==> config.mk <==
export PLATFORM = sky130hd
export DESIGN_NAME = pci_irq_ctrl
export DESIGN_NICKNAME = d
export VERILOG_FILES = /design/src/rtl/pci_irq_pkg.sv /design/src/rtl/pci_irq_regif.sv /design/src/rtl/pci_irq_status.sv /design/src/rtl/pci_irq_mask.sv /design/src/rtl/pci_irq_prio.sv /design/src/rtl/pci_irq_ctrl.sv
export SDC_FILE = /design/constraint.sdc
export NUM_CORES = 1
export LEC_CHECK = 0
export ABC_AREA = 1
export BUFFER_PORTS_ARGS = -buffer_cell sky130_fd_sc_hd__buf_2
export CAP_MARGIN = 20
export CELL_PAD_IN_SITES_DETAIL_PLACEMENT = 1
export CELL_PAD_IN_SITES_GLOBAL_PLACEMENT = 2
export CORE_UTILIZATION = 24
export CTS_CLUSTER_DIAMETER = 80
export DETAILED_ROUTE_END_ITERATION = 12
export PLACE_DENSITY_LB_ADDON = 0.1
export SYNTH_ARGS = -nofsm -noshare
export SYNTH_HDL_FRONTEND = slang
export SYNTH_SLANG_ARGS = --single-unit
==> constraint.sdc <==
create_clock -name clk_i -period 2.48 [get_ports clk_i]
set_input_delay 0.372 -clock clk_i [delete_from_list [all_inputs] [get_ports clk_i]]
set_output_delay 0.372 -clock clk_i [all_outputs]
set_load 0.005 [all_outputs]
==> src/rtl/pci_irq_pkg.sv <==
package pci_irq_pkg;

   localparam int unsigned REG_W = 32;

   localparam logic [11:0] OFS_STATUS = 12'h500;
   localparam logic [11:0] OFS_MASK   = 12'h504;
   localparam logic [11:0] OFS_ENABLE = 12'h508;
   localparam logic [11:0] OFS_ACK    = 12'h50C;

   // source positions that carry state
   localparam int unsigned SRC_INB_LAST  = 7;   // bits 0..7 form a contiguous group
   localparam int unsigned SRC_INB_EMPTY = 9;
   localparam int unsigned SRC_EXT_INTA  = 25;
   localparam int unsigned SRC_BUS_ABORT = 26;
   localparam int unsigned SRC_TOP       = SRC_BUS_ABORT;

   typedef enum logic [2:0] {
      SEL_NONE,
      SEL_STATUS,
      SEL_MASK,
      SEL_ENABLE,
      SEL_ACK
   } reg_sel_e;

   typedef struct packed {
      logic clr_status;
      logic load_mask;
      logic load_enable;
      logic ack;
   } wr_strobe_t;

   function automatic bit is_source(int unsigned pos);
      return (pos <= SRC_INB_LAST) || (pos == SRC_INB_EMPTY) ||
             (pos == SRC_EXT_INTA) || (pos == SRC_BUS_ABORT);
   endfunction

   function automatic logic [63:0] source_vector();
      logic [63:0] v;
      v = '0;
      for (int unsigned k = 0; k < 64; k++) begin
         v[k] = is_source(k);
      end
      return v;
   endfunction

endpackage

==> src/rtl/pci_irq_regif.sv <==
module pci_irq_regif
   import pci_irq_pkg::*;
#(
   parameter int unsigned ADDR_W = 12,
   parameter int unsigned DATA_W = 32
) (
   input  logic              clk_i,
   input  logic              rst_ni,
   input  logic              wr_en_i,
   input  logic              rd_en_i,
   input  logic [ADDR_W-1:0] addr_i,
   input  logic [DATA_W-1:0] status_i,
   input  logic [DATA_W-1:0] mask_i,
   input  logic              enable_i,
   output wr_strobe_t        stb_o,
   output logic [DATA_W-1:0] rdata_o
);

   localparam logic [ADDR_W-1:0] A_STATUS = ADDR_W'(OFS_STATUS);
   localparam logic [ADDR_W-1:0] A_MASK   = ADDR_W'(OFS_MASK);
   localparam logic [ADDR_W-1:0] A_ENABLE = ADDR_W'(OFS_ENABLE);
   localparam logic [ADDR_W-1:0] A_ACK    = ADDR_W'(OFS_ACK);

   reg_sel_e          sel;
   logic [DATA_W-1:0] rd_mux;
   logic [DATA_W-1:0] rdata_q;

   always_comb begin
      unique case (addr_i)
         A_STATUS: sel = SEL_STATUS;
         A_MASK:   sel = SEL_MASK;
         A_ENABLE: sel = SEL_ENABLE;
         A_ACK:    sel = SEL_ACK;
         default:  sel = SEL_NONE;
      endcase
   end

   always_comb begin
      stb_o             = '0;
      stb_o.clr_status  = wr_en_i && (sel == SEL_STATUS);
      stb_o.load_mask   = wr_en_i && (sel == SEL_MASK);
      stb_o.load_enable = wr_en_i && (sel == SEL_ENABLE);
      stb_o.ack         = wr_en_i && (sel == SEL_ACK);
   end

   always_comb begin
      case (sel)
         SEL_STATUS: rd_mux = status_i;
         SEL_MASK:   rd_mux = mask_i;
         SEL_ENABLE: rd_mux = {{(DATA_W-1){1'b0}}, enable_i};
         default:    rd_mux = '0;
      endcase
   end

   always_ff @(posedge clk_i or negedge rst_ni) begin
      if (!rst_ni) begin
         rdata_q <= '0;
      end else if (rd_en_i) begin
         rdata_q <= rd_mux;
      end
   end

   assign rdata_o = rdata_q;

endmodule

==> src/rtl/pci_irq_status.sv <==
module pci_irq_status
   import pci_irq_pkg::*;
#(
   parameter int unsigned DATA_W = 32
) (
   input  logic              clk_i,
   input  logic              rst_ni,
   input  logic [DATA_W-1:0] evt_i,
   input  logic [DATA_W-1:0] clr_i,
   output logic [DATA_W-1:0] status_o
);

   for (genvar g = 0; g < DATA_W; g++) begin : g_bit
      if (is_source(g)) begin : g_live
         logic flag_q;
         always_ff @(posedge clk_i or negedge rst_ni) begin
            if (!rst_ni) begin
               flag_q <= 1'b0;
            end else if (evt_i[g]) begin
               flag_q <= 1'b1;
            end else if (clr_i[g]) begin
               flag_q <= 1'b0;
            end
         end
         assign status_o[g] = flag_q;
      end else begin : g_tied
         assign status_o[g] = 1'b0;
      end
   end

endmodule

==> src/rtl/pci_irq_mask.sv <==
module pci_irq_mask
   import pci_irq_pkg::*;
#(
   parameter int unsigned DATA_W = 32
) (
   input  logic              clk_i,
   input  logic              rst_ni,
   input  logic              load_mask_i,
   input  logic              load_enable_i,
   input  logic [DATA_W-1:0] ack_clr_i,
   input  logic [DATA_W-1:0] wdata_i,
   output logic [DATA_W-1:0] mask_o,
   output logic              enable_o
);

   logic enable_q;

   for (genvar g = 0; g < DATA_W; g++) begin : g_bit
      if (is_source(g)) begin : g_live
         logic m_q;
         always_ff @(posedge clk_i or negedge rst_ni) begin
            if (!rst_ni) begin
               m_q <= 1'b0;
            end else if (ack_clr_i[g]) begin
               m_q <= 1'b0;
            end else if (load_mask_i) begin
               m_q <= wdata_i[g];
            end
         end
         assign mask_o[g] = m_q;
      end else begin : g_tied
         assign mask_o[g] = 1'b0;
      end
   end

   always_ff @(posedge clk_i or negedge rst_ni) begin
      if (!rst_ni) begin
         enable_q <= 1'b0;
      end else if (load_enable_i) begin
         enable_q <= wdata_i[0];
      end
   end

   assign enable_o = enable_q;

endmodule

==> src/rtl/pci_irq_prio.sv <==
module pci_irq_prio #(
   parameter int unsigned DATA_W = 32,
   parameter int unsigned IDX_W  = 5
) (
   input  logic [DATA_W-1:0] vec_i,
   output logic              valid_o,
   output logic [IDX_W-1:0]  idx_o
);

   always_comb begin
      idx_o = '0;
      for (int i = DATA_W - 1; i >= 0; i--) begin
         if (vec_i[i]) begin
            idx_o = IDX_W'(i);
         end
      end
   end

   assign valid_o = |vec_i;

endmodule

==> src/rtl/pci_irq_ctrl.sv <==
module pci_irq_ctrl
   import pci_irq_pkg::*;
#(
   parameter int unsigned ADDR_W = 12,
   parameter int unsigned DATA_W = REG_W,
   parameter int unsigned IDX_W  = $clog2(DATA_W)
) (
   input  logic              clk_i,
   input  logic              rst_ni,
   input  logic              wr_en_i,
   input  logic              rd_en_i,
   input  logic [ADDR_W-1:0] addr_i,
   input  logic [DATA_W-1:0] wdata_i,
   output logic [DATA_W-1:0] rdata_o,
   input  logic [DATA_W-1:0] evt_i,
   output logic              irq_o,
   output logic              pend_valid_o,
   output logic [IDX_W-1:0]  pend_idx_o
);

   if (DATA_W <= SRC_TOP || DATA_W > 64) begin : g_bad_width
      $error("DATA_W must cover every source position and stay within 64");
   end
   if (ADDR_W < 12) begin : g_bad_addr
      $error("ADDR_W too narrow for the register offsets");
   end
   if ((1 << IDX_W) < DATA_W) begin : g_bad_idx
      $error("IDX_W cannot index every bit");
   end

   wr_strobe_t        stb;
   logic [DATA_W-1:0] status_q;
   logic [DATA_W-1:0] mask_q;
   logic              en_q;
   logic [DATA_W-1:0] clr_vec;
   logic [DATA_W-1:0] ack_vec;
   logic [DATA_W-1:0] pending;

   assign ack_vec = stb.ack ? wdata_i : '0;
   assign clr_vec = (stb.clr_status ? wdata_i : '0) | ack_vec;

   pci_irq_regif #(
      .ADDR_W (ADDR_W),
      .DATA_W (DATA_W)
   ) regif_i (
      .clk_i    (clk_i),
      .rst_ni   (rst_ni),
      .wr_en_i  (wr_en_i),
      .rd_en_i  (rd_en_i),
      .addr_i   (addr_i),
      .status_i (status_q),
      .mask_i   (mask_q),
      .enable_i (en_q),
      .stb_o    (stb),
      .rdata_o  (rdata_o)
   );

   pci_irq_status #(
      .DATA_W (DATA_W)
   ) status_i (
      .clk_i    (clk_i),
      .rst_ni   (rst_ni),
      .evt_i    (evt_i),
      .clr_i    (clr_vec),
      .status_o (status_q)
   );

   pci_irq_mask #(
      .DATA_W (DATA_W)
   ) mask_i (
      .clk_i         (clk_i),
      .rst_ni        (rst_ni),
      .load_mask_i   (stb.load_mask),
      .load_enable_i (stb.load_enable),
      .ack_clr_i     (ack_vec),
      .wdata_i       (wdata_i),
      .mask_o        (mask_q),
      .enable_o      (en_q)
   );

   assign pending = status_q & mask_q;

   pci_irq_prio #(
      .DATA_W (DATA_W),
      .IDX_W  (IDX_W)
   ) prio_i (
      .vec_i   (pending),
      .valid_o (pend_valid_o),
      .idx_o   (pend_idx_o)
   );

   assign irq_o = en_q & pend_valid_o;

endmodule

==> reports/metrics.cfg <==
[floorplan]
ioPinCount=119
start_util_pct=25.1
die_h_um=98.0
die_w_um=98.0
row_count=34
core_mm2=0.00881
die-area_mm2=0.00960

[synth]
synth_seq_cells=34
syn-instance-count=318
avgSynthCellArea_um2=6.96
yosysSeqAreaShare_pct=38.5
yosys_warnings=0
synthesis.area_mm2=0.00221
ys_types=22

[final_layout]
ff_latch_area_um2=851
final_common_cell=nand2_1
drive_gt1_share_pct=22.0
nFillCells=1132
final_core_util_pct=29.4
multi_input_area_mm2=0.00109
n_antenna_cell=0
syn_to_final_growth_pct=17.2
fin_nets=451
final-instance-count-excl-fill=480
final_cell_mix=nand2_1, buf_2, nand3_1
design_area_mm2=0.00259

[clock_network]
cts_max_level=2
cts_resized=0
cts_tree=yes
root_buffer=clkbuf_8
cts_made_buffers=5
clock-sinks=34
path_clk_slew_ps=80
ctsHoldBuffers=0
post_cts_buffers=0
clk-insertion-delay-late_ps=290
clockBufferDepth=2

[power_and_ir_drop]
power_density_mw_per_mm2=426
power_mw=1.10
peakVddDrop_v=0.000167
p_leak_nw=1.46

[worst_setup_path]
endpoint_kind=primary output
slowest_stage=dfrtp_1
max_stage_delay_ps=420
cp.arrival_ps=1520
path_class=reg -> out
path_cells=nand2_1 -> nand2_1 -> nor2_1 -> nand2_1 -> inv_1 -> nand2_1 -> nand2_1 -> inv_1 -> buf_2
crit_top_cell=nand2_1
worstPathMaxFanout=3
critPathBufInv=3
start_kind=flop
required_ps=2110
path_delay_family=simple AND/OR/NAND/NOR gates

[grt]
antenna_found_initial=0
grt_use_total_pct=14.9
grt_pass1_wl_um=11100
grt_pass1_vias=2132
grt_max_degree=35
grt-ovfl-total=0

[route]
route.vias.total=2101
dr_wl_met3_um=245
drc_errors=7
wl_per_cell_um=14.1
wl_um=6760
ant_nets=0
wl_met1_um=3350
wl_met2_um=3080
avgViaCountPerCell=4.38
drt_iter0_markers=42
top_layer=met4
dr.pass1.iters=10

[sta]
hold_slack_ps=169
slew_headroom_pct=45.1
final_hold_viol_count=0
layout_min_cycle_time_ps=1900
skew_ps=7.01
finalSetupTns_ps=0
max_slew.worst_pin.slew_ps=824
rsz0062_at_grt=no
fmax_mhz=527
fin_ws_ps=583
setup_viol=0
post-route-period-util_pct=76.5
maxSlewViolCount=0

[placement]
placed_area_mm2=0.00250
gp_routability_congestion=0.745
dp.cells=472
port_buffers=55
preCtsSetupSlack_ps=682
hpwl_um=5010

[min_path]
hold_path.class=in -> async

[outcome]
violations=design-rule violations
status=finished, violations left

[flow_run]
maxCapViolCount=0

## flip-flops by register name, summed over array words and instances (netlist names)
name and count:
status_i.g_bit.g_live.flag_q 11, mask_i.enable_o 1, mask_i.g_bit.g_live.m_q 11, regif_i.rdata_o 11
## path summary, 6_finish.rpt
kind | end | depth (start not counted) | from | slack, ps
min in group clk_i | status_i.g_bit[5].g_live.flag_q | 3 | evt_i[5] | 260
setup reg to reg | regif_i.rdata_o[0] | 4 | mask_i.enable_o | 1620
setup / recovery | irq_o | 9 | status_i.g_bit[6].g_live.flag_q | 580
hold / removal | regif_i.rdata_o[0] | 1 | rst_ni | 170
max in group asynchronous | mask_i.g_bit[3].g_live.m_q | 1 | rst_ni | 1780
hold reg to reg | regif_i.rdata_o[2] | 2 | regif_i.rdata_o[2] | 470
## worst register-to-register path, cell delays in order (launching register included)
cell and delay, ps:
dfrtp_1 420, nand3_1 100, nand3_1 110, nand2_1 90, nand2_1 50
## where the power goes
| part | internal (mW) | switching (mW) |
|---|---|---|
| sequential | 0.555 | 0.000858 |
| clock | 0.224 | 0.217 |
| combinational | 0.0334 | 0.0745 |
## cell families (layout without fill, tap and decap cells)
family                 Yosys count  count (layout)  synth area share [%]
other                            1              21                 0.170
AOI/OAI and AO/OA                3               3                 0.962
buffers and inverters           62              96                  15.5
and+or+nand+nor                218             218                  44.9
DFF                             34              34                  38.5
## layout make-up
| class | count | share of cell area, % |
|---|---|---|
| multi-input combinational | 242 | 42.2 |
| sequential | 34 | 32.8 |
| timing repair buffer | 61 | 12.4 |
| tap | 108 | 5.21 |
| inverter | 27 | 3.91 |
| clock buffer | 7 | 3.33 |
| clock inverter | 1 | 0.193 |
## synth_stat cells
cell type	number	area share, %
nor3_1	1	0.23
o21ai_0	1	0.23
nor2_2	4	1.1
nand2_2	2	0.57
a41oi_1	1	0.40
buf_2	7	1.6
buf_1	1	0.17
clkinv_1	1	0.17
clkbuf_1	2	0.34
inv_1	24	4.1
a21boi_0	1	0.34
nand3_2	4	1.8
buf_6	2	1.0
dfrtp_1	34	38
inv_2	2	0.34
nor2_4	2	1.0
nor2_1	13	2.2
nand4_1	23	6.5
nand3_1	49	11
nand2_1	120	20
buf_4	23	7.8
conb_1	1	0.17
## metal layers
metal,up-vias,global-route usage (%)
li1,1089,-
met1,958,20.2
met2,47,24.1
met3,7,2.58
met4,0,4.55
met5,-,0
Power figures use the tool's default switching activity.
